[config.mk]
export PLATFORM = sky130hd
export DESIGN_NAME = ring_mailbox
export DESIGN_NICKNAME = d
export VERILOG_FILES = /design/src/rtl/mbox_pkg.sv /design/src/rtl/mbox_ring.sv /design/src/rtl/mbox_flags.sv /design/src/rtl/ring_mailbox.sv
export SDC_FILE = /design/constraint.sdc
export NUM_CORES = 1
export LEC_CHECK = 0
export ABC_AREA = 1
export BUFFER_PORTS_ARGS = -buffer_cell sky130_fd_sc_hd__buf_4
export CORE_ASPECT_RATIO = 0.7
export CORE_MARGIN = 2
export CORE_UTILIZATION = 60
export DETAILED_ROUTE_END_ITERATION = 6
export GPL_TIMING_DRIVEN = 0
export PLACE_DENSITY = 0.79
export RECOVER_POWER = 100
export SLEW_MARGIN = 20
export SYNTH_ARGS = -nofsm -noshare
export SYNTH_HDL_FRONTEND = slang
export SYNTH_HIERARCHICAL = 1
export SYNTH_SLANG_ARGS = --single-unit
[constraint.sdc]
create_clock -name clk -period 6.89 [get_ports clk]
set_input_delay 0.689 -clock clk [delete_from_list [all_inputs] [get_ports clk]]
set_output_delay 0.689 -clock clk [all_outputs]
set_load 0.05 [all_outputs]
[src/rtl/mbox_pkg.sv]
`timescale 1ns/1ps
package mbox_pkg;
  localparam int PTR_W  = 8;
  localparam int DATA_W = 32;

  localparam logic [3:0] OFS_TXWIN = 4'h0;
  localparam logic [3:0] OFS_HSTAT = 4'h4;
  localparam logic [3:0] OFS_RXWIN = 4'h8;
  localparam logic [3:0] OFS_ESTAT = 4'hC;

  localparam int B_IE  = 0;
  localparam int B_PND = 1;
  localparam int B_DB  = 2;
  localparam int B_RDY = 3;
  localparam int B_RST = 4;
  localparam int B_OVF = 5;

  typedef struct packed {
    logic ie;
    logic pend;
    logic rdy;
    logic rst;
    logic ovf;
  } side_flags_t;

  function automatic logic [PTR_W-1:0] slots_used(input logic [PTR_W-1:0] wp,
                                                  input logic [PTR_W-1:0] rp);
    return wp - rp;
  endfunction

  function automatic logic [PTR_W-1:0] slots_free(input logic [PTR_W-1:0] depth,
                                                  input logic [PTR_W-1:0] wp,
                                                  input logic [PTR_W-1:0] rp);
    return depth - slots_used(wp, rp);
  endfunction

  function automatic logic [DATA_W-1:0] pack_status(input side_flags_t f,
                                                    input logic [PTR_W-1:0] rp,
                                                    input logic [PTR_W-1:0] wp,
                                                    input logic [PTR_W-1:0] depth);
    return {depth, wp, rp, 2'b00, f.ovf, f.rst, f.rdy, 1'b0, f.pend, f.ie};
  endfunction
endpackage

[src/rtl/mbox_ring.sv]
`timescale 1ns/1ps
module mbox_ring
  import mbox_pkg::*;
#(
  parameter int DEPTH = 8,
  parameter int W     = 32
) (
  input  logic             clk,
  input  logic             rst_n,
  input  logic             clr,
  input  logic             push,
  input  logic [W-1:0]     push_data,
  input  logic             pop,
  output logic [W-1:0]     head,
  output logic [PTR_W-1:0] wp,
  output logic [PTR_W-1:0] rp,
  output logic             full,
  output logic             empty,
  output logic             dropped
);
  localparam int IW = (DEPTH > 1) ? $clog2(DEPTH) : 1;
  localparam logic [PTR_W-1:0] DEP8 = PTR_W'(DEPTH);
  localparam logic [IW-1:0] LAST = IW'(DEPTH - 1);

  logic [W-1:0]     mem [DEPTH];
  logic [IW-1:0]    widx, ridx;
  logic [PTR_W-1:0] used;
  logic             do_push, do_pop;

  function automatic logic [IW-1:0] step(input logic [IW-1:0] i);
    return (i == LAST) ? '0 : i + 1'b1;
  endfunction

  assign used    = slots_used(wp, rp);
  assign full    = (used == DEP8);
  assign empty   = (used == '0);
  assign do_push = push && !full && !clr;
  assign do_pop  = pop && !empty && !clr;
  assign dropped = push && full && !clr;
  assign head    = mem[ridx];

  always_ff @(posedge clk or negedge rst_n) begin
    if (!rst_n) begin
      wp <= '0; rp <= '0; widx <= '0; ridx <= '0;
    end else if (clr) begin
      wp <= '0; rp <= '0; widx <= '0; ridx <= '0;
    end else begin
      if (do_push) begin
        wp   <= wp + 1'b1;
        widx <= step(widx);
      end
      if (do_pop) begin
        rp   <= rp + 1'b1;
        ridx <= step(ridx);
      end
    end
  end

  always_ff @(posedge clk) begin
    if (do_push) mem[widx] <= push_data;
  end
endmodule

[src/rtl/mbox_flags.sv]
`timescale 1ns/1ps
module mbox_flags
  import mbox_pkg::*;
(
  input  logic       clk,
  input  logic       rst_n,
  input  logic       stat_wr,
  input  logic [5:0] stat_bits,
  input  logic       doorbell,
  input  logic       eng_ack,
  input  logic       eng_ready,
  input  logic       host_drop,
  input  logic       eng_drop,
  output logic       evt_rst,
  output logic       evt_ig,
  output side_flags_t hf,
  output side_flags_t ef
);
  logic e_pend, e_rdy, e_ovf;

  assign evt_rst = stat_wr && stat_bits[B_RST];
  assign evt_ig  = stat_wr && stat_bits[B_DB];

  always_ff @(posedge clk or negedge rst_n) begin
    if (!rst_n) begin
      hf <= '0;
    end else begin
      if (stat_wr) begin
        hf.ie  <= stat_bits[B_IE];
        hf.rdy <= stat_bits[B_RDY] && !stat_bits[B_RST];
        hf.rst <= stat_bits[B_RST];
      end
      if (doorbell)                       hf.pend <= 1'b1;
      else if (stat_wr && stat_bits[B_PND]) hf.pend <= 1'b0;
      if (evt_rst)                        hf.ovf <= 1'b0;
      else if (host_drop)                 hf.ovf <= 1'b1;
      else if (stat_wr && stat_bits[B_OVF]) hf.ovf <= 1'b0;
    end
  end

  always_ff @(posedge clk or negedge rst_n) begin
    if (!rst_n) begin
      e_pend <= 1'b0; e_rdy <= 1'b0; e_ovf <= 1'b0;
    end else begin
      if (evt_ig)       e_pend <= 1'b1;
      else if (eng_ack) e_pend <= 1'b0;
      if (evt_rst)        e_rdy <= 1'b0;
      else if (eng_ready) e_rdy <= 1'b1;
      if (evt_rst)       e_ovf <= 1'b0;
      else if (eng_drop) e_ovf <= 1'b1;
    end
  end

  always_comb begin
    ef.ie   = 1'b0;
    ef.pend = e_pend;
    ef.rdy  = e_rdy;
    ef.rst  = hf.rst;
    ef.ovf  = e_ovf;
  end
endmodule

[src/rtl/ring_mailbox.sv]
`timescale 1ns/1ps
module ring_mailbox
  import mbox_pkg::*;
#(
  parameter int DEPTH = 8
) (
  input  logic        clk,
  input  logic        rst_n,
  input  logic        host_wr,
  input  logic        host_rd,
  input  logic [3:0]  host_addr,
  input  logic [31:0] host_wdata,
  output logic [31:0] host_rdata,
  output logic        host_irq,
  input  logic        eng_push,
  input  logic [31:0] eng_wdata,
  input  logic        eng_pop,
  output logic [31:0] eng_rdata,
  input  logic        eng_doorbell,
  input  logic        eng_is_clr,
  input  logic        eng_set_ready,
  output logic [7:0]  eng_rx_count,
  output logic [7:0]  eng_tx_space,
  output logic        eng_irq,
  output logic        eng_rst_req
);
  localparam logic [PTR_W-1:0] DEP8 = PTR_W'(DEPTH);

  // named internal events
  logic evt_hwin_wr, evt_hwin_rd, evt_stat_wr, evt_rst, evt_ig;
  logic [PTR_W-1:0] h2e_wp, h2e_rp, e2h_wp, e2h_rp;
  logic h2e_full, h2e_empty, h2e_drop;
  logic e2h_full, e2h_empty, e2h_drop;
  logic [DATA_W-1:0] e2h_head;
  logic [DATA_W-1:0] rd_mux;
  side_flags_t hf, ef;

  assign evt_hwin_wr = host_wr && (host_addr == OFS_TXWIN);
  assign evt_stat_wr = host_wr && (host_addr == OFS_HSTAT);
  assign evt_hwin_rd = host_rd && (host_addr == OFS_RXWIN);

  mbox_ring #(.DEPTH(DEPTH), .W(DATA_W)) u_h2e (
    .clk(clk), .rst_n(rst_n), .clr(evt_rst),
    .push(evt_hwin_wr), .push_data(host_wdata), .pop(eng_pop),
    .head(eng_rdata), .wp(h2e_wp), .rp(h2e_rp),
    .full(h2e_full), .empty(h2e_empty), .dropped(h2e_drop)
  );

  mbox_ring #(.DEPTH(DEPTH), .W(DATA_W)) u_e2h (
    .clk(clk), .rst_n(rst_n), .clr(evt_rst),
    .push(eng_push), .push_data(eng_wdata), .pop(evt_hwin_rd),
    .head(e2h_head), .wp(e2h_wp), .rp(e2h_rp),
    .full(e2h_full), .empty(e2h_empty), .dropped(e2h_drop)
  );

  mbox_flags u_flags (
    .clk(clk), .rst_n(rst_n),
    .stat_wr(evt_stat_wr), .stat_bits(host_wdata[5:0]),
    .doorbell(eng_doorbell), .eng_ack(eng_is_clr), .eng_ready(eng_set_ready),
    .host_drop(h2e_drop), .eng_drop(e2h_drop),
    .evt_rst(evt_rst), .evt_ig(evt_ig), .hf(hf), .ef(ef)
  );

  always_comb begin
    case (host_addr)
      OFS_HSTAT: rd_mux = pack_status(hf, h2e_rp, h2e_wp, DEP8);
      OFS_RXWIN: rd_mux = e2h_empty ? '0 : e2h_head;
      OFS_ESTAT: rd_mux = pack_status(ef, e2h_rp, e2h_wp, DEP8);
      default:   rd_mux = '0;
    endcase
  end

  always_ff @(posedge clk or negedge rst_n) begin
    if (!rst_n)       host_rdata <= '0;
    else if (host_rd) host_rdata <= rd_mux;
  end

  assign host_irq     = hf.ie && hf.pend;
  assign eng_irq      = ef.pend;
  assign eng_rst_req  = hf.rst;
  assign eng_rx_count = slots_used(h2e_wp, h2e_rp);
  assign eng_tx_space = slots_free(DEP8, e2h_wp, e2h_rp);
endmodule

* Yosys cells after proc, flatten, opt, wreduce, memory -nomap -nowiden
Memories as Yosys holds them, arrays and structs flattened. Index checks and enable logic that the tools add are counted.
Word-level totals: register bits after elaboration 84, bits in writable memories 512, bits of input ports 77, output and inout bits 83, memories kept 2
Operators by class: add/sub/neg operators 11, eq/ne operators 9, muxes and demuxes 37, reduce and logical (&&, ||, !) cells 39
Memory list:
- u_e2h.mem | words 8, width 32, read ports 1, clocked after Yosys merged registers in 0, wr ports 1, RTL line mbox_ring.sv:25 | logic [W-1:0] mem [DEPTH];
- u_h2e.mem | words 8, width 32, read ports 1, clocked after Yosys merged registers in 0, wr ports 1, RTL line mbox_ring.sv:25
Operator list (number):
- $pmux 32 s3 | 1
- $mux 8 | 8
- $mux 3 | 12
- $add 8x1->8 const B | 4
- $mux 32 | 1
- $logic_and 1x1->1 | 21
- $eq 8x4->1 const B | 2
- $logic_not 8->1 | 2
- $reduce_bool 2->1 | 8
- $sub 8x8->8 | 2
- $mux 1 | 15
- $add 3x1->3 const B | 4
- $eq 3x3->1 const B | 4
- $eq 4x4->1 const B | 2
- $sub 4x8->8 const A | 1
- $logic_not 1->1 | 6
- $eq 4x3->1 const B | 1
- $logic_not 4->1 | 1
- $reduce_bool 3->1 | 1

* Depth between registers and ports, before layout
word-level depth 7, depth in mapped cells 19

* Hierarchy
The synthesis kept the hierarchy.
Modules (own cells, without submodules):
- mbox_ring | times used 2, cells each 968, area each 11492.3 um^2, sequential area each 8237.9 um^2
- ring_mailbox | times used 1, cells each 432, area each 2952.8 um^2, sequential area each 800.8 um^2
- mbox_flags | times used 1, cells each 39, area each 342.8 um^2, sequential area each 200.2 um^2

* Worst setup path after synthesis
Ideal clock, no wire load.
path type input-to-reg, start point in host_addr[1], end point mem u_h2e.mem[6][0] (enable), arrival 3946 ps, data required time 6429 ps, path slack 2483 ps, stages 9, path buffers 2, cell sequence nor2_4 buf_6 buf_12 nand3_1 nor2_1 inv_1 nor2_1 nand2_1 nor3_1
Between the ends: elaborated cells on any way between the ends 10
RTL lines:
- start: declaration | RTL line ring_mailbox.sv:11 | input logic [3:0] host_addr,
- $logic_not 4->1 | RTL line ring_mailbox.sv:38 | assign evt_hwin_wr = host_wr && (host_addr == OFS_TXWIN);
- $logic_and 1x1->1 | RTL line ring_mailbox.sv:38
- via evt_hwin_wr | RTL line ring_mailbox.sv:30 | logic evt_hwin_wr, evt_hwin_rd, evt_stat_wr, evt_rst, evt_ig;
- $logic_and 1x1->1 (2 in a row) | RTL line mbox_ring.sv:37 | assign do_push = push && !full && !clr;
- $mux 1 | RTL line mbox_ring.sv:60 | if (do_push) mem[widx] <= push_data;
- $mux 1 (not written as such) | RTL line mbox_ring.sv:60
- end: declaration | RTL line mbox_ring.sv:25
The timed path passes the listed nets, and every way through them passes these cells.

* Worst setup path in the final report
start point in host_addr[1], end point mem u_h2e.mem[3][8] (enable)
The elaborated chain is that of the path after synthesis.

==> run metrics <==
final hold viol count 0; critical path class in2reg; Final nets between 2,000 and 3,000; Die X between 200 and 300 um; placed cell count roughly 3,200; R2R Setup Slk around 2.1 ns; fin cells 3,323; CTS H-tree lvls 2; pins over their slew limit 0; synthesized area per cell approximately 11 um2; vias per cell a little over 6; Clock Skew a little under 0.03 ns; setup TNS 0 ns; GRT busiest layer met1; max-cap check violation count 0; outcome completed; io pins 160; Max FO, Critical Path 10; core area 43,400 um2; WHS ~0.18 ns; met3 Usage GRT under 10%; Hold WC Path Type in2async; Max Freq 0.196 GHz; GPL Wtd Cong around 0.9; gr usage total a little under a third; leading cell type in the layout, fill and taps excluded edfxtp_1; Leak Pwr 11.0 nW; Rows between 60 and 70; Largest delay share family, worst path buffers and inverters; dpl ws 3.13 ns; DRT iter0 DRCs 2,614; Mapped Cells 2,403; cts bufs inserted 55; Peak VDD IR about 0.00045 V; worst-path cell chain clkbuf_1 -> nor2_1 -> clkbuf_1 -> clkbuf_1 -> nand3_1 -> nor2_1 -> inv_1 -> nor2_1 -> nand2_1 -> nor3_1 -> clkbuf_1 -> clkbuf_1; DRT antenna net count 0; largest net degree at the start of global routing 85; initial antenna violation count 3; Required @ worst endpoint just over 7 ns; vias in the first global route roughly 19,000; clock slew at reported path FFs about 0.07 ns; Final Routed Wirelength just over 70 mm; total die area ~45,000 um2; CP Buf/Inv Count 6; YS warnings 6; CTS root buf clkbuf_16; routed via count between 20,000 and 25,000; Residual DRC 0; CP startpoint kind input pin; first-pass GRT wire length 109 mm; CP max stage cell nor3_1; Mapped Area 26,300 um2; Clock Tree Buf Depth 3; commonest cells after routing, fill and taps aside 512 x edfxtp_1, 500 x nor2_1, 315 x clkbuf_1; DRT Pass-1 Iters 6; RSZ-0062 raised after global routing no; Final setup viols 0; Crit. End Element flop; syn_nets about 2,500; DIE HEIGHT about 180 um; Slew HR ~5.8%; share of post-route cells with drive strength above 1 between 5 and 6%; # fillers about 3,300; Synth-to-Final Area Change 12.5%; post_cts resized 0; minimum clock period just over 5 ns; routing usage on met2 between 40% and 50%; Final WS setup about 1.8 ns; CTS tree done; max incr delay on CP between 1 and 1.5 ns; Port Buf Inserts between 150 and 200; Total Power 11.9 mW; Crit path top cell by count clkbuf_1; WL/cell around 22 um; Worst EP arrival about 5.3 ns; postcts setup bufs 0; met1 Usage GRT 47.5%; Initial Utilization between 60% and 70%; grt ovf 0; worst slew pin tran approximately 1.4 ns; cts hold-fix bufs 0; DP HPWL 50.1 mm; worst skew pair latency ~0.6 ns; crit share post-route 74.0%; TritonCTS Sinks slightly below 600; PwrDens slightly above 400 nW/um2
sequential cells by signal, indices dropped and copies added, names as in the netlist:
name            count
u_e2h/wp            8
u_flags/hf          4
u_e2h/widx          3
u_h2e/ridx          3
u_flags/e_ovf       1
u_e2h/rp            8
u_h2e/wp            8
u_flags/e_pend      1
u_h2e/mem         256
u_flags/e_rdy       1
u_e2h/ridx          3
host_rdata         32
u_e2h/mem         256
u_flags/ef          1
u_h2e/rp            8
u_h2e/widx          3
power breakdown:
part,internal [mW],switching [mW],leakage (nW)
registers,4.23,0.200,5.75
clock network,1.60,1.31,0.829
logic,1.12,3.46,4.46
worst register-to-register path: stages (launching register included):
cell and delay (ns):
dfrtp_1 0.55, inv_1 0.09, ha_1 0.32, or2_1 0.27, nand2_1 0.09, xor2_1 0.19, nor2_1 0.09, nand3_2 0.17
nand2_1 0.22, nor3_1 1.03, clkbuf_1 0.55, clkbuf_1 0.39, clkbuf_1 0.45
path summary, 6_finish.rpt:
check                         startpoint               to  cells past startpoint
setup / recovery            host_addr[1]  u_h2e/mem[3][8]                     12
hold / removal                     rst_n   host_rdata[14]                      1
setup reg to reg             u_e2h/rp[2]  u_e2h/mem[6][6]                     12
hold reg to reg            host_rdata[1]    host_rdata[1]                      2
max in group asynchronous          rst_n   host_rdata[22]                      1
min in group clk            eng_doorbell    u_flags/hf[3]                      2
layout make-up:
| type | instances | area [um2] | share of cell area, % |
|---|---|---|---|
| diodes | 3 | 7.51 | 0.0254 |
| repair buffers | 224 | 916 | 3.10 |
| well taps | 594 | 743 | 2.52 |
| clock inverters | 26 | 246 | 0.834 |
| clock buffers | 73 | 1450 | 4.92 |
| flip-flops and latches | 596 | 17500 | 59.2 |
| multi-input cells | 1514 | 7420 | 25.1 |
| plain buffers | 138 | 697 | 2.36 |
| inverters | 155 | 582 | 1.97 |
per-layer routing:
metal  vias to the layer above  share of wire [%]
li1                       8979                  -
met1                      9573                 41
met2                      1350                 44
met3                       172                 13
met4                         0                3.1
met5                         -                  0
stage by stage:
step                      cell area (um2)  utilization, %
after floorplan                     26300               -
after global placement              28200            65.0
after detailed placement            28800            66.4
after CTS                           30500            70.4
after global routing                29500            68.1
final                               29500            68.1
Power figures use the tool's default switching activity.
